`src/rtl/aluStatusPkg.sv`:
```
package aluStatusPkg;
  localparam int REG_W  = 32;
  localparam int FC_W   = 5;
  localparam int BP_W   = 2;
  localparam int FC_LSB = 0;
  localparam int BP_LSB = FC_LSB + FC_W;
  localparam int C_POS  = BP_LSB + BP_W;
  localparam int Z_POS  = C_POS + 1;
  localparam int N_POS  = Z_POS + 1;
  localparam int V_POS  = N_POS + 1;
  localparam int DF_POS = V_POS + 1;
  localparam int USED_W = DF_POS + 1;

  typedef enum logic [1:0] {
    SEL_FULL = 2'd0,
    SEL_BP   = 2'd1,
    SEL_FC   = 2'd2,
    SEL_NONE = 2'd3
  } wrSelE;

  typedef struct packed {
    logic wrFull;
    logic wrBp;
    logic wrFc;
    logic updNZ;
    logic updVC;
    logic ldBpLs;
  } strobeT;
endpackage

```
`src/rtl/aluStatusCtrl.sv`:
```
module aluStatusCtrl
  import aluStatusPkg::*;
(
  input  logic            mtsrValid,
  input  logic [1:0]      mtsrSel,
  input  logic            aluValid,
  input  logic            aluIsArith,
  input  logic            lsValid,
  input  logic            lsSetBp,
  input  logic [BP_W-1:0] lsAddrLsb,
  input  logic            cfgDw,
  input  logic            cfgByteOrder,
  output strobeT          strobes,
  output logic [BP_W-1:0] lsBpVal
);
  wrSelE selE;
  assign selE = wrSelE'(mtsrSel);

  always_comb begin
    strobes.wrFull = mtsrValid && (selE == SEL_FULL);
    strobes.wrBp   = mtsrValid && (selE == SEL_BP);
    strobes.wrFc   = mtsrValid && (selE == SEL_FC);
    // a full write owns every field, so it masks all other sources
    strobes.updNZ  = aluValid && !strobes.wrFull;
    strobes.updVC  = aluValid && aluIsArith && !strobes.wrFull;
    strobes.ldBpLs = lsValid && lsSetBp && !strobes.wrFull && !strobes.wrBp;
  end

  // word mode: the pointer MSB picks the half-word from byte order
  always_comb begin
    if (cfgDw) lsBpVal = {~cfgByteOrder, {(BP_W-1){1'b0}}};
    else       lsBpVal = lsAddrLsb;
  end
endmodule

```
`src/rtl/aluStatusDp.sv`:
```
module aluStatusDp
  import aluStatusPkg::*;
#(
  parameter int DATA_W = 32
)(
  input  logic              clk,
  input  logic              rstN,
  input  strobeT            strobes,
  input  logic [USED_W-1:0] wrData,
  input  logic [DATA_W-1:0] aluResult,
  input  logic              aluCarryOut,
  input  logic              aluCarryMsb,
  input  logic [BP_W-1:0]   lsBpVal,
  output logic [REG_W-1:0]  statusWord,
  output logic [REG_W-1:0]  bpAlias,
  output logic [REG_W-1:0]  fcAlias,
  output logic              carryIn
);
  logic            divQ, ovfQ, negQ, zeroQ, carryQ;
  logic [BP_W-1:0] bpQ;
  logic [FC_W-1:0] fcQ;

  always_ff @(posedge clk or negedge rstN) begin
    if (!rstN) begin
      divQ   <= 1'b0;
      ovfQ   <= 1'b0;
      negQ   <= 1'b0;
      zeroQ  <= 1'b0;
      carryQ <= 1'b0;
      bpQ    <= '0;
      fcQ    <= '0;
    end else if (strobes.wrFull) begin
      divQ   <= wrData[DF_POS];
      ovfQ   <= wrData[V_POS];
      negQ   <= wrData[N_POS];
      zeroQ  <= wrData[Z_POS];
      carryQ <= wrData[C_POS];
      bpQ    <= wrData[BP_LSB +: BP_W];
      fcQ    <= wrData[FC_LSB +: FC_W];
    end else begin
      if (strobes.updNZ) begin
        negQ  <= aluResult[DATA_W-1];
        zeroQ <= ~|aluResult;
      end
      if (strobes.updVC) begin
        carryQ <= aluCarryOut;
        ovfQ   <= aluCarryOut ^ aluCarryMsb;
      end
      if (strobes.wrBp)        bpQ <= wrData[BP_W-1:0];
      else if (strobes.ldBpLs) bpQ <= lsBpVal;
      if (strobes.wrFc)        fcQ <= wrData[FC_W-1:0];
    end
  end

  always_comb begin
    statusWord = '0;
    statusWord[DF_POS] = divQ;
    statusWord[V_POS]  = ovfQ;
    statusWord[N_POS]  = negQ;
    statusWord[Z_POS]  = zeroQ;
    statusWord[C_POS]  = carryQ;
    statusWord[BP_LSB +: BP_W] = bpQ;
    statusWord[FC_LSB +: FC_W] = fcQ;
    bpAlias = '0;
    bpAlias[BP_W-1:0] = bpQ;
    fcAlias = '0;
    fcAlias[FC_W-1:0] = fcQ;
  end

  assign carryIn = carryQ;

  AST_ARITH_CARRY: assert property (@(posedge clk) disable iff (!rstN)
    strobes.updVC |=> carryIn == $past(aluCarryOut));
  AST_ARITH_OVF: assert property (@(posedge clk) disable iff (!rstN)
    strobes.updVC |=> statusWord[V_POS] == $past(aluCarryOut ^ aluCarryMsb));
  AST_ZERO_FLAG: assert property (@(posedge clk) disable iff (!rstN)
    strobes.updNZ |=> statusWord[Z_POS] == ($past(aluResult) == '0));
  AST_LOGIC_KEEPS_VC: assert property (@(posedge clk) disable iff (!rstN)
    (strobes.updNZ && !strobes.updVC) |=> $stable(statusWord[V_POS]) && $stable(carryIn));
endmodule

```
`src/rtl/aluStatusReg.sv`:
```
module aluStatusReg
  import aluStatusPkg::*;
#(
  parameter int DATA_W = 32
)(
  input  logic              clk,
  input  logic              rstN,
  input  logic              aluValid,
  input  logic              aluIsArith,
  input  logic [DATA_W-1:0] aluResult,
  input  logic              aluCarryOut,
  input  logic              aluCarryMsb,
  input  logic              mtsrValid,
  input  logic [1:0]        mtsrSel,
  input  logic [31:0]       mtsrData,
  input  logic              lsValid,
  input  logic              lsSetBp,
  input  logic [1:0]        lsAddrLsb,
  input  logic              cfgDw,
  input  logic              cfgByteOrder,
  output logic [31:0]       statusWord,
  output logic [31:0]       bpAlias,
  output logic [31:0]       fcAlias,
  output logic              carryIn
);
  strobeT          strobes;
  logic [BP_W-1:0] lsBpVal;
  logic            unusedRsvd;

  assign unusedRsvd = ^mtsrData[REG_W-1:USED_W];

  aluStatusCtrl uCtrl (
    .mtsrValid    (mtsrValid),
    .mtsrSel      (mtsrSel),
    .aluValid     (aluValid),
    .aluIsArith   (aluIsArith),
    .lsValid      (lsValid),
    .lsSetBp      (lsSetBp),
    .lsAddrLsb    (lsAddrLsb),
    .cfgDw        (cfgDw),
    .cfgByteOrder (cfgByteOrder),
    .strobes      (strobes),
    .lsBpVal      (lsBpVal)
  );

  aluStatusDp #(.DATA_W(DATA_W)) uDp (
    .clk         (clk),
    .rstN        (rstN),
    .strobes     (strobes),
    .wrData      (mtsrData[USED_W-1:0]),
    .aluResult   (aluResult),
    .aluCarryOut (aluCarryOut),
    .aluCarryMsb (aluCarryMsb),
    .lsBpVal     (lsBpVal),
    .statusWord  (statusWord),
    .bpAlias     (bpAlias),
    .fcAlias     (fcAlias),
    .carryIn     (carryIn)
  );

  AST_FULL_WRITE_WINS: assert property (@(posedge clk) disable iff (!rstN)
    (mtsrValid && mtsrSel == 2'd0) |=>
      statusWord[USED_W-1:0] == $past(mtsrData[USED_W-1:0]));
  AST_BP_VIEW_ISOLATED: assert property (@(posedge clk) disable iff (!rstN)
    (mtsrValid && mtsrSel == 2'd1 && !aluValid) |=>
      $stable(statusWord[USED_W-1:C_POS]) && $stable(fcAlias)
      && bpAlias[1:0] == $past(mtsrData[1:0]));
  AST_FC_VIEW_ISOLATED: assert property (@(posedge clk) disable iff (!rstN)
    (mtsrValid && mtsrSel == 2'd2 && !aluValid && !lsValid) |=>
      $stable(statusWord[USED_W-1:BP_LSB]) && fcAlias[4:0] == $past(mtsrData[4:0]));
  AST_LS_ADDR_PTR: assert property (@(posedge clk) disable iff (!rstN)
    (lsValid && lsSetBp && !cfgDw && !mtsrValid) |=>
      bpAlias[1:0] == $past(lsAddrLsb));
  AST_LS_ORDER_PTR: assert property (@(posedge clk) disable iff (!rstN)
    (lsValid && lsSetBp && cfgDw && !mtsrValid) |=>
      bpAlias[1:0] == {~$past(cfgByteOrder), 1'b0});
endmodule

```
`config.mk`:
```
export PLATFORM = sky130hd
export DESIGN_NAME = aluStatusReg
export DESIGN_NICKNAME = d
export VERILOG_FILES = /design/src/rtl/aluStatusPkg.sv /design/src/rtl/aluStatusCtrl.sv /design/src/rtl/aluStatusDp.sv /design/src/rtl/aluStatusReg.sv
export SDC_FILE = /design/constraint.sdc
export NUM_CORES = 1
export LEC_CHECK = 0
export ABC_AREA = 1
export BUFFER_PORTS_ARGS = -buffer_cell sky130_fd_sc_hd__buf_2
export CORE_MARGIN = 8
export CORE_UTILIZATION = 35
export CTS_CLUSTER_DIAMETER = 40
export CTS_CLUSTER_SIZE = 40
export DETAILED_ROUTE_END_ITERATION = 16
export GPL_TIMING_DRIVEN = 1
export PLACE_DENSITY = 0.93
export SETUP_SLACK_MARGIN = 0.02
export SLEW_MARGIN = 20
export SYNTH_ARGS = -nofsm -noshare
export SYNTH_HDL_FRONTEND = slang
export SYNTH_SLANG_ARGS = --single-unit
export TNS_END_PERCENT = 20
```
`constraint.sdc`:
```
create_clock -name clk -period 1.4 [get_ports clk]
set_clock_uncertainty 0.2 [all_clocks]
set_input_delay 0.28 -clock clk [delete_from_list [all_inputs] [get_ports clk]]
set_output_delay 0.28 -clock clk [all_outputs]
set_load 0.005 [all_outputs]
```
==> results of run 1 <==
==> cells in the mapped netlist <==
cell and instances:
sky130_fd_sc_hd__buf_4 89, sky130_fd_sc_hd__nand2_1 36, sky130_fd_sc_hd__nor2_1 23, sky130_fd_sc_hd__dfrtp_1 12
sky130_fd_sc_hd__nand3_1 7, sky130_fd_sc_hd__inv_1 5, sky130_fd_sc_hd__mux2_2 5, sky130_fd_sc_hd__a31oi_1 2
sky130_fd_sc_hd__conb_1 1, sky130_fd_sc_hd__inv_2 1, sky130_fd_sc_hd__nand2_2 1, sky130_fd_sc_hd__nand3_2 1
sky130_fd_sc_hd__nand3b_1 1, sky130_fd_sc_hd__nor2_4 1, sky130_fd_sc_hd__o211ai_1 1, sky130_fd_sc_hd__o21bai_1 1
sky130_fd_sc_hd__xor2_1 1
==> state kept, by name, indices dropped and copies added, names as in the netlist <==
signal / count
uDp.fcQ: 5
uDp.zeroQ: 1
uDp.ovfQ: 1
uDp.negQ: 1
uDp.carryIn: 1
uDp.divQ: 1
uDp.bpQ: 2
==> path summary, 6_finish.rpt <==
path | startpoint | endpoint | slack, ns | cells after the start
max | uDp.bpQ[1] | bpAlias[1] | 0.15 | 1
min | mtsrData[11] | uDp.divQ | 0.05 | 3
max reg2reg | uDp.fcQ[3] | uDp.fcQ[3] | 0.43 | 1
min reg2reg | uDp.divQ | uDp.divQ | 0.28 | 2
max in group asynchronous | rstN | uDp.carryIn | 0.54 | 2
min in group asynchronous | rstN | uDp.fcQ[0] | 0.26 | 2
==> per-layer routing <==
metal,vias to the layer above,routed length [um],track usage
li1,553,-,-
met1,487,1220,0.102
met2,78,1830,0.188
met3,4,419,0.0339
met4,0,53,0.0500
met5,-,0,0
==> cell type report <==
class                           instances  share of cell area
Multi-Input combinational cell        157               0.449
Timing Repair Buffer                   79               0.267
Sequential cell                        12               0.200
Tap cell                               50              0.0417
Clock buffer                            3              0.0275
Inverter                                6              0.0150
==> cell usage in the layout, fill, tap and decap left out, drive strengths merged <==
cell type and instances:
nand2 37, a31oi 2, nand3b 1, conb 77
inv 6, o21bai 1, nor2 24, dlygate4sd3 1
clkbuf 3, dfrtp 12, xor2 1, buf 78
mux2 5, o211ai 1, nand3 8
==> stage by stage <==
step	hold slack, ns	power (mW)
global route	0.0427	1.17
floorplan	-0.216	0.801
finish	0.0450	1.08
detailed placement	-0.0285	0.777
CTS	0.0479	1.08
global placement	-0.0341	0.763
==> report_power, final <==
group	internal, mW	switching [mW]
Clock	0.188	0.111
Combinational	0.163	0.189
Sequential	0.397	0.0310
Total	0.747	0.330
==> cells by family (layout without fill, tap and decap cells) <==
kind of cell / Yosys count / in the layout / synth area share
compound gates: 4 / 4 / 0.0200
xor+xnor: 1 / 1 / 0.00635
buf+inv: 95 / 88 / 0.501
flops: 12 / 12 / 0.218
mux: 5 / 5 / 0.0408
other cells: 1 / 77 / 0.00272
simple gates: 70 / 70 / 0.211
==> tightest hold or removal path: cells and delay by family <==
family,cells,cell delay [ns]
buffers and inverters,1,0.07
and+or+nand+nor,2,0.09
==> metrics.log, run 1 <==
[metrics] outcome: completed
[metrics] TritonCTS Sinks: 12
[metrics] Num CTS Buffers: 3
[metrics] residual overflow from global routing: 0
[metrics] count of instances resized after the clock tree is built: 0
[metrics] largest area contributor in the synthesized netlist: sky130_fd_sc_hd__buf_4
[metrics] synth-to-layout area growth: 8.80%
[metrics] CTS tree: done
[metrics] master of the slowest instance on the critical path: sky130_fd_sc_hd__dfrtp_1
[metrics] htree depth: 1
[metrics] Final Hold Vio Count: 0
[metrics] synth top area cells: sky130_fd_sc_hd__buf_4 (48%), sky130_fd_sc_hd__dfrtp_1 (22%), sky130_fd_sc_hd__nand2_1 (9.8%), sky130_fd_sc_hd__nor2_1 (6.3%), sky130_fd_sc_hd__mux2_2 (4.1%)
[metrics] insertion delay to the later sink of the worst-skew pair: 0.23 ns
[metrics] Max FO, Critical Path: 3
[metrics] Vias/cell: 3.65
[metrics] fin area: 1500 um2
[metrics] family of cells with the greatest summed delay on the critical path: flip-flops
[metrics] post-synthesis area per instance: 7.33 um2
[metrics] portion of synthesized cell area occupied by the leading cell type: 0.485
[metrics] placed cells: 303
[metrics] FF+latch area: 300 um2
[metrics] number of register bits inferred by synthesis: 12
[metrics] sequential cell area fraction in the yosys report: 0.218
[metrics] nature of the critical path endpoint: output port
[metrics] Root Driver: sky130_fd_sc_hd__clkbuf_8
[metrics] post-route minimum period: 1.25 ns
[metrics] IO Count: 176
[metrics] maximum operating frequency: 802 MHz
[metrics] Core Rows: 23
[metrics] Final ANT Viol Nets: 0
[metrics] sum of buffers and inverters on the critical path: 1
[metrics] total of fill cells in the finished design: 425
[metrics] port bufs: 78
[metrics] number of vias after detailed routing: 1122
[metrics] clock transition at the register clock pins on the worst setup and hold paths after CTS: 0.05 ns
[metrics] part of the cycle the worst path needs: 0.891
[metrics] detailed router's first-iteration violation count: 23
[metrics] number of iterations in the first detailed-routing pass: 4
[metrics] die outline area: 6200 um2
[metrics] ratio of total power to cell area: 718 nW/um2
[metrics] horizontal die dimension: 78.8 um
[metrics] number of setup violations in the final report: 0
[metrics] Yosys warning total: 0
[metrics] CP startpoint kind: register
[metrics] HPWL reported at the end of detailed placement: 3270 um
[metrics] Die Y: 78.8 um
[metrics] accumulated negative setup slack: 0 ns
[metrics] max-cap violations: 0
[metrics] CORE AREA: 3880 um2
[metrics] Layout Cells excl Fill: 307
[metrics] final-report max-slew violation count: 0
[metrics] number of buffers on the longest clock path: 2
[metrics] # hold bufs at CTS: 1
[metrics] Arr. time, crit path: 0.77 ns
[metrics] Gate Count Post-Synth: 188
[metrics] worst-case setup slack after placement: 0.0405 ns
[metrics] Static Leak: 0.929 nW
[metrics] distinct cell type count of the synthesized netlist: 17
[metrics] vias in the first global route: 1242
[metrics] utilization after layout: 0.386
[metrics] routability congestion estimate: 0.746
[metrics] Starting Density: 0.355
[metrics] total placed instance area: 1450 um2
[metrics] unrepaired setup endpoints after global routing: no
[metrics] largest net degree at the start of global routing: 13
[metrics] ratio of cells with drive above 1 in the final layout: 0.350
[metrics] GRT Resource Usage Total: 0.103
[metrics] delay contributed by the slowest stage of the critical path: 0.40 ns
[metrics] routed wire length: 3530 um
[metrics] post-CTS setup buffer count: 0
[metrics] worst supply voltage drop on vdd: 194 uV
[metrics] path class of the lowest-slack min-delay path: input port to register
[metrics] final routed DRC violation total: 0
[metrics] number of diodes added for antenna fixing: 0
[metrics] post-synthesis instance area: 1380 um2
[metrics] post-route worst setup slack: 0.152 ns
[metrics] critical path class: register to output port
[metrics] CP required: 0.92 ns
[metrics] detailed-route wire length per cell: 11.5 um
[metrics] wire length of the first global-routing pass: 5310 um
[metrics] initial antenna violation count: 0
[metrics] number of nets at the end of the flow: 338
[metrics] combined area of the multi-input logic cells: 673 um2
[metrics] chain of cells forming the critical path: buf_2
Note: power is estimated with default switching activity, not from simulation.
==> run 2: changes to the inputs <==
--- a/config.mk
+++ b/config.mk
@@ -9,12 +9,11 @@
 export BUFFER_PORTS_ARGS = -buffer_cell sky130_fd_sc_hd__buf_2
 export CORE_MARGIN = 8
 export CORE_UTILIZATION = 35
-export CTS_CLUSTER_DIAMETER = 40
 export CTS_CLUSTER_SIZE = 40
 export DETAILED_ROUTE_END_ITERATION = 16
 export GPL_TIMING_DRIVEN = 1
 export PLACE_DENSITY = 0.93
-export SETUP_SLACK_MARGIN = 0.02
+export SETUP_SLACK_MARGIN = 0.4
 export SLEW_MARGIN = 20
 export SYNTH_ARGS = -nofsm -noshare
 export SYNTH_HDL_FRONTEND = slang
==> run 2 against run 1 <==
Compared with the run above: first-iteration DRC count increased by 13%; maximum frequency barely moved; combinational power increased by 19%; critical path depth unchanged; count of clock-buffer cells in the layout is the same; wire length increased by 0.88%; sequential cell count unchanged; worst hold slack better by 0.0094 ns; design area rose by 8.2%; utilization grew 3.2 points; global-route usage up 0.43 points.
==> metrics.log, run 2 (synthesized netlist as in run 1, its figures left out) <==
[metrics] htree depth: 1 (unchanged)
[metrics] M3 GR Usage: 0.0350 (was 0.0339)
[metrics] most frequent cells in the layout: sky130_fd_sc_hd__buf_2 (78), sky130_fd_sc_hd__conb_1 (77), sky130_fd_sc_hd__nand2_1 (35), sky130_fd_sc_hd__nor2_1 (23), sky130_fd_sc_hd__dfrtp_1 (12) (was sky130_fd_sc_hd__buf_2 (78), sky130_fd_sc_hd__conb_1 (77), sky130_fd_sc_hd__nand2_1 (36), sky130_fd_sc_hd__nor2_1 (23), sky130_fd_sc_hd__dfrtp_1 (12))
[metrics] Max FO, Critical Path: 3 (unchanged)
[metrics] Core Rows: 23 (unchanged)
[metrics] initial antenna violation count: 1 (was 0)
[metrics] total chip power: 1.14 mW (was 1.08 mW)
[metrics] clock transition at the register clock pins on the worst setup and hold paths after CTS: 0.05 ns (about the same)
[metrics] critical path class: register to output port (unchanged)
[metrics] CORE AREA: 3880 um2 (unchanged)
[metrics] vias in the first global route: 1208 (was 1242)
[metrics] TritonCTS Sinks: 12 (unchanged)
[metrics] unrepaired setup endpoints after global routing: yes (was no)
[metrics] Die Y: 78.8 um (unchanged)
[metrics] ratio of total power to cell area: 703 nW/um2 (was 718 nW/um2)
[metrics] routed wire length: 3560 um (was 3530 um)
[metrics] total of fill cells in the finished design: 392 (was 425)
[metrics] register name with the most flops: uDp.fcQ (unchanged)
[metrics] Starting Density: 0.355 (unchanged)
[metrics] Num CTS Buffers: 3 (unchanged)
[metrics] Final ANT Viol Nets: 0 (unchanged)
[metrics] die outline area: 6200 um2 (unchanged)
[metrics] routability congestion estimate: 0.805 (was 0.746)
[metrics] worst reg-to-reg path cell count: 3 (was 1)
[metrics] CP startpoint kind: register (unchanged)
[metrics] commonest non-fill, non-tap cell in the layout: sky130_fd_sc_hd__buf_2 (unchanged)
[metrics] worst-case setup slack after placement: 0.0476 ns (was 0.0405 ns)
[metrics] port bufs: 78 (unchanged)
[metrics] CP required: 0.92 ns (about the same)
[metrics] master of the slowest instance on the critical path: sky130_fd_sc_hd__dfrtp_1 (unchanged)
[metrics] Final Hold Vio Count: 0 (unchanged)
[metrics] accumulated negative setup slack: 0 ns (unchanged)
[metrics] path class of the lowest-slack min-delay path: input port to register (unchanged)
[metrics] global routing met1 resource utilization: 0.107 (was 0.102)
[metrics] delay contributed by the slowest stage of the critical path: 0.39 ns (was 0.40 ns)
[metrics] count of instances resized after the clock tree is built: 0 (unchanged)
[metrics] number of setup violations in the final report: 0 (unchanged)
[metrics] ratio of cells with drive above 1 in the final layout: 0.370 (was 0.350)
[metrics] Root Driver: sky130_fd_sc_hd__clkbuf_8 (unchanged)
[metrics] M2 GR Usage: 0.200 (was 0.188)
[metrics] worst hold path stage count: 3 (unchanged)
[metrics] worst supply voltage drop on vdd: 188 uV (was 194 uV)
[metrics] chain of cells forming the critical path: buf_2 (unchanged)
[metrics] routing layer with the top usage in global route: met2 (unchanged)
[metrics] largest registers: uDp.fcQ (5), uDp.bpQ (2) (unchanged)
[metrics] HPWL reported at the end of detailed placement: 3250 um (was 3270 um)
[metrics] sum of buffers and inverters on the critical path: 1 (unchanged)
[metrics] number of nets at the end of the flow: 343 (was 338)
[metrics] insertion delay to the later sink of the worst-skew pair: 0.23 ns (about the same)
[metrics] final routed DRC violation total: 0 (unchanged)
[metrics] max-cap violations: 0 (unchanged)
[metrics] synth-to-layout area growth: 17.7% (was 8.80%)
[metrics] post-route worst setup slack: 0.153 ns (was 0.152 ns)
[metrics] IO Count: 176 (unchanged)
[metrics] number of diodes added for antenna fixing: 0 (unchanged)
[metrics] Static Leak: 0.990 nW (was 0.929 nW)
[metrics] number of stages on the worst setup path: 1 (unchanged)
[metrics] number of iterations in the first detailed-routing pass: 4 (unchanged)
[metrics] horizontal die dimension: 78.8 um (unchanged)
[metrics] largest net degree at the start of global routing: 13 (unchanged)
[metrics] detailed router's first-iteration violation count: 26 (was 23)
[metrics] number of buffers on the longest clock path: 2 (unchanged)
[metrics] detailed-route wire length per cell: 11.4 um (was 11.5 um)
[metrics] Arr. time, crit path: 0.77 ns (about the same)
[metrics] post-route minimum period: 1.25 ns (about the same)
[metrics] part of the cycle the worst path needs: 0.891 (about the same)
[metrics] number of vias after detailed routing: 1142 (was 1122)
[metrics] total placed instance area: 1540 um2 (was 1450 um2)
[metrics] maximum operating frequency: 802 MHz (about the same)
[metrics] outcome: completed (unchanged)
[metrics] family of cells with the greatest summed delay on the critical path: flip-flops (unchanged)
[metrics] CTS tree: done (unchanged)
[metrics] Vias/cell: 3.66 (was 3.65)
[metrics] wire length of the first global-routing pass: 5380 um (was 5310 um)
[metrics] GRT Resource Usage Total: 0.107 (was 0.103)
[metrics] residual overflow from global routing: 0 (unchanged)
[metrics] number of flip-flops under the largest register name: 5 (unchanged)
[metrics] final-report max-slew violation count: 0 (unchanged)
[metrics] Layout Cells excl Fill: 312 (was 307)
[metrics] fin area: 1620 um2 (was 1500 um2)
[metrics] placed cells: 304 (was 303)
[metrics] nature of the critical path endpoint: output port (unchanged)
## run 2: layout make-up
| cell class | instances | area, um2 | share of cell area |
|---|---|---|---|
| sequential | 12 | 300 | 0.185 |
| inverter | 6 | 51.3 | 0.0316 |
| timing repair buffer | 84 | 438 | 0.270 |
| tap | 50 | 62.6 | 0.0386 |
| multi-input combinational | 157 | 729 | 0.449 |
| clock buffer | 3 | 41.3 | 0.0254 |
## run 2: worst paths after layout
path	startpoint	slack, ns	end
setup / recovery	uDp.bpQ[0]	0.15	statusWord[5]
hold / removal	mtsrData[11]	0.05	uDp.divQ
setup reg to reg	uDp.fcQ[3]	0.20	uDp.fcQ[3]
hold reg to reg	uDp.divQ	0.30	uDp.divQ
max in group asynchronous	rstN	0.54	uDp.fcQ[3]
min in group asynchronous	rstN	0.25	uDp.fcQ[4]
## run 2: layer usage
| layer | vias up | wire length [um] |
|---|---|---|
| met5 | - | 8 |
| met4 | 2 | 46 |
| met3 | 6 | 357 |
| met2 | 71 | 1890 |
| met1 | 500 | 1260 |
| li1 | 563 | - |
## run 2: power breakdown
part	leakage, nW	total [mW]	internal (mW)	switching, mW
Combinational	0.824	0.418	0.205	0.212
Clock	0.0216	0.296	0.188	0.108
Sequential	0.144	0.427	0.397	0.0305
## run 2: repair_timing
item / 4_1_cts / 5_1_grt
hold buffers: 1 / 0
endpoints found under the setup margin: 30 / 32
cloned: 0 / 0
hold endpoints to repair: 12 / 0
buffers inserted: 3 / 1
## run 2: per-stage QoR
step / util / hold slack [ns]
floorplan: - / -0.216
global placement: 0.397 / -0.0376
detailed placement: 0.397 / -0.0319
CTS: 0.416 / 0.0514
global route: 0.418 / 0.0635
finish: 0.418 / 0.0544
==> run 3: changes to the inputs <==
--- a/config.mk
+++ b/config.mk
@@ -12,10 +12,12 @@
 export CTS_CLUSTER_SIZE = 40
 export DETAILED_ROUTE_END_ITERATION = 16
 export GPL_TIMING_DRIVEN = 1
-export PLACE_DENSITY = 0.93
+export PLACE_DENSITY = 0.92
+export RECOVER_POWER = 50
 export SETUP_SLACK_MARGIN = 0.4
 export SLEW_MARGIN = 20
 export SYNTH_ARGS = -nofsm -noshare
 export SYNTH_HDL_FRONTEND = slang
+export SYNTH_HIERARCHICAL = 1
 export SYNTH_SLANG_ARGS = --single-unit
 export TNS_END_PERCENT = 20
==> run 3 against run 2 <==
Compared with the run above: combinational power is 8.9% higher; wire length up 8.2%; count of clock-buffer cells in the layout is 1 higher; clock power up 30%; non-clock buffer count increased by 10; via count up 5.9%; sequential cell count is the same; sequential share of layout area down 1.1 points; design area is 6.2% higher; final cell count increased by 5.1%; worst hold slack worse by 0.011 ns; total power increased by 12%; largest cell class unchanged.
==> metrics.log, run 3 <==
[metrics] initial antenna violation count: 0 (was 1)
[metrics] max-cap violations: 0 (unchanged)
[metrics] ratio of cells with drive above 1 in the final layout: 0.392 (was 0.370)
[metrics] Root Driver: sky130_fd_sc_hd__clkbuf_8 (unchanged)
[metrics] largest area contributor in the synthesized netlist: sky130_fd_sc_hd__buf_4 (unchanged)
[metrics] post-synthesis area per instance: 7.29 um2 (was 7.33 um2)
[metrics] distinct cell type count of the synthesized netlist: 22 (was 17)
[metrics] worst supply voltage drop on vdd: 369 uV (was 188 uV)
[metrics] most instantiated library cell after synthesis: sky130_fd_sc_hd__buf_4 (unchanged)
[metrics] top flip-flop cell by instance count after synthesis: sky130_fd_sc_hd__dfrtp_1 (unchanged)
[metrics] synth top area cells: sky130_fd_sc_hd__buf_4 (47%), sky130_fd_sc_hd__dfrtp_1 (21%), sky130_fd_sc_hd__nand2_1 (7.2%), sky130_fd_sc_hd__nor2_1 (7.2%), sky130_fd_sc_hd__mux2_2 (2.4%) (was sky130_fd_sc_hd__buf_4 (48%), sky130_fd_sc_hd__dfrtp_1 (22%), sky130_fd_sc_hd__nand2_1 (9.8%), sky130_fd_sc_hd__nor2_1 (6.3%), sky130_fd_sc_hd__mux2_2 (4.1%))
[metrics] portion of synthesized cell area occupied by the leading cell type: 0.472 (was 0.485)
[metrics] CP required: 0.92 ns (about the same)
[metrics] commonest non-fill, non-tap cell in the layout: sky130_fd_sc_hd__conb_1 (was sky130_fd_sc_hd__buf_2)
[metrics] sequential cell area fraction in the yosys report: 0.212 (was 0.218)
[metrics] CTS tree: done (unchanged)
[metrics] fin area: 1720 um2 (was 1620 um2)
[metrics] die outline area: 6330 um2 (was 6200 um2)
[metrics] wire length of the first global-routing pass: 5750 um (was 5380 um)
[metrics] clock transition at the register clock pins on the worst setup and hold paths after CTS: 0.05 ns (about the same)
[metrics] routability congestion estimate: 0.748 (was 0.805)
[metrics] EDFF count, synth: 0 (unchanged)
[metrics] most numerous cell types in the synthesized netlist: sky130_fd_sc_hd__buf_4 (89), sky130_fd_sc_hd__nand2_1 (27), sky130_fd_sc_hd__nor2_1 (27) (was sky130_fd_sc_hd__buf_4 (89), sky130_fd_sc_hd__nand2_1 (36), sky130_fd_sc_hd__nor2_1 (23))
[metrics] final routed DRC violation total: 0 (unchanged)
[metrics] number of buffers on the longest clock path: 2 (unchanged)
[metrics] part of the cycle the worst path needs: 0.894 (was 0.891)
[metrics] number of diodes added for antenna fixing: 0 (unchanged)
[metrics] htree depth: 1 (unchanged)
[metrics] post-synthesis instance area: 1420 um2 (was 1380 um2)
[metrics] source of the critical timing path: uDp/fcQ[3] (was uDp.bpQ[0])
[metrics] delay contributed by the slowest stage of the critical path: 0.40 ns (was 0.39 ns)
[metrics] TritonCTS Sinks: 12 (unchanged)
[metrics] CP startpoint kind: register (unchanged)
[metrics] post-route worst setup slack: 0.148 ns (was 0.153 ns)
[metrics] synth-to-layout area growth: 21.8% (was 17.7%)
[metrics] largest net degree at the start of global routing: 13 (unchanged)
[metrics] residual overflow from global routing: 0 (unchanged)
[metrics] routed wire length: 3850 um (was 3560 um)
[metrics] ratio of total power to cell area: 741 nW/um2 (was 703 nW/um2)
[metrics] Hold Crit Start: mtsrData[11] (unchanged)
[metrics] Core Rows: 23 (unchanged)
[metrics] maximum operating frequency: 799 MHz (was 802 MHz)
[metrics] chain of cells forming the critical path: buf_2 (unchanged)
[metrics] final-report max-slew violation count: 0 (unchanged)
[metrics] number of vias after detailed routing: 1209 (was 1142)
[metrics] launch point of the worst reg-to-reg path: uDp/fcQ[3] (was uDp.fcQ[3])
[metrics] outcome: completed (unchanged)
[metrics] sum of buffers and inverters on the critical path: 1 (unchanged)
[metrics] insertion delay to the later sink of the worst-skew pair: 0.24 ns (was 0.23 ns)
[metrics] GRT Resource Usage Total: 0.111 (was 0.107)
[metrics] path class of the lowest-slack min-delay path: input port to register (unchanged)
[metrics] Num CTS Buffers: 3 (unchanged)
[metrics] master of the slowest instance on the critical path: sky130_fd_sc_hd__dfrtp_1 (unchanged)
[metrics] total placed instance area: 1580 um2 (was 1540 um2)
[metrics] number of nets at the end of the flow: 358 (was 343)
[metrics] critical path class: register to output port (unchanged)
[metrics] unrepaired setup endpoints after global routing: yes (unchanged)
[metrics] number of flip-flops under the largest register name: 5 (unchanged)
[metrics] CORE AREA: 3940 um2 (was 3880 um2)
[metrics] register name with the most flops: uDp/fcQ (was uDp.fcQ)
[metrics] port bufs: 78 (unchanged)
[metrics] Max FO, Critical Path: 3 (unchanged)
[metrics] Static Leak: 1.01 nW (was 0.990 nW)
[metrics] Vias/cell: 3.69 (was 3.66)
[metrics] largest registers: uDp/fcQ (5), uDp/bpQ (2) (was uDp.fcQ (5), uDp.bpQ (2))
[metrics] most frequent cells in the layout: sky130_fd_sc_hd__conb_1 (77), sky130_fd_sc_hd__buf_2 (73), sky130_fd_sc_hd__nor2_1 (26), sky130_fd_sc_hd__nand2_1 (25), sky130_fd_sc_hd__buf_4 (13) (was sky130_fd_sc_hd__buf_2 (78), sky130_fd_sc_hd__conb_1 (77), sky130_fd_sc_hd__nand2_1 (35), sky130_fd_sc_hd__nor2_1 (23), sky130_fd_sc_hd__dfrtp_1 (12))
[metrics] detailed-route wire length per cell: 11.7 um (was 11.4 um)
[metrics] number of iterations in the first detailed-routing pass: 2 (was 4)
[metrics] worst-case setup slack after placement: -0.154 ns (was 0.0476 ns)
[metrics] hold slack: 0.0436 ns (was 0.0544 ns)
[metrics] Final ANT Viol Nets: 0 (unchanged)
[metrics] post-route minimum period: 1.25 ns (about the same)
[metrics] Die Y: 79.6 um (was 78.8 um)
[metrics] Arr. time, crit path: 0.77 ns (about the same)
[metrics] Gate Count Post-Synth: 194 (was 188)
[metrics] detailed router's first-iteration violation count: 13 (was 26)
[metrics] Post-synth ARST share: 1.00 (unchanged)
[metrics] nature of the critical path endpoint: output port (unchanged)
[metrics] number of register bits inferred by synthesis: 12 (unchanged)
[metrics] Final Hold Vio Count: 0 (unchanged)
[metrics] HPWL reported at the end of detailed placement: 3440 um (was 3250 um)
[metrics] Starting Density: 0.359 (was 0.355)
[metrics] horizontal die dimension: 79.6 um (was 78.8 um)
[metrics] IO Count: 176 (unchanged)
[metrics] total chip power: 1.28 mW (was 1.14 mW)
[metrics] Yosys warning total: 6 (was 0)
[metrics] family of cells with the greatest summed delay on the critical path: flip-flops (unchanged)
[metrics] vias in the first global route: 1371 (was 1208)
[metrics] number of setup violations in the final report: 0 (unchanged)
-- run 3: repair_timing --
action	in CTS	in global routing
hold buffers	1	0
pin swaps	4	2
setup buffers	2	2
endpoints found under the setup margin	32	32
gates resized for setup	16	3
endpoints found under the hold margin	12	0
-- run 3: power by group --
part           switching [mW]  total (mW)  internal [mW]
combinational           0.229       0.455          0.226
sequential             0.0346       0.438          0.404
clock                   0.137       0.385          0.249
total                   0.400        1.28          0.879
-- run 3: worst paths after layout --
kind,endpoint,slack (ns),cells after the start
max,fcAlias[3],0.15,1
min,uDp/divQ,0.04,3
max reg2reg,uDp/fcQ[3],0.42,1
min reg2reg,uDp/divQ,0.27,2
max in group asynchronous,uDp/fcQ[4],0.50,2
min in group asynchronous,uDp/bpQ[0],0.26,2
-- run 3: logic make-up after synthesis --
logic type	synth area share
compound gates	0.0637
xor+xnor	0.00619
buf+inv	0.506
flops	0.212
mux	0.0239
other cells	0.00265
simple gates	0.186
-- run 3: routing by layer --
metal  vias to the layer above  share of wire  global-route usage
li1                        609              -                   -
met1                       507           0.36               0.114
met2                        87           0.51               0.205
met3                         6           0.12              0.0349
met4                         0          0.013              0.0389
met5                         -              0                   0
-- run 3: final cells by class --
type | count | area, um2
Tap cell | 50 | 62.6
Fill cell | 409 | 2220
Sequential cell | 12 | 300
Clock buffer | 4 | 55.1
Multi-Input combinational cell | 159 | 728
Timing Repair Buffer | 94 | 534
Inverter | 9 | 43.8
-- run 3: per-stage QoR --
stage                     setup TNS, ns  cells  utilization
after floorplan                       0    270            -
after global placement           -0.878    319        0.400
after detailed placement         -0.989    319        0.400
after CTS                             0    326        0.433
after global routing                  0    328        0.437
final                                 0    328        0.437
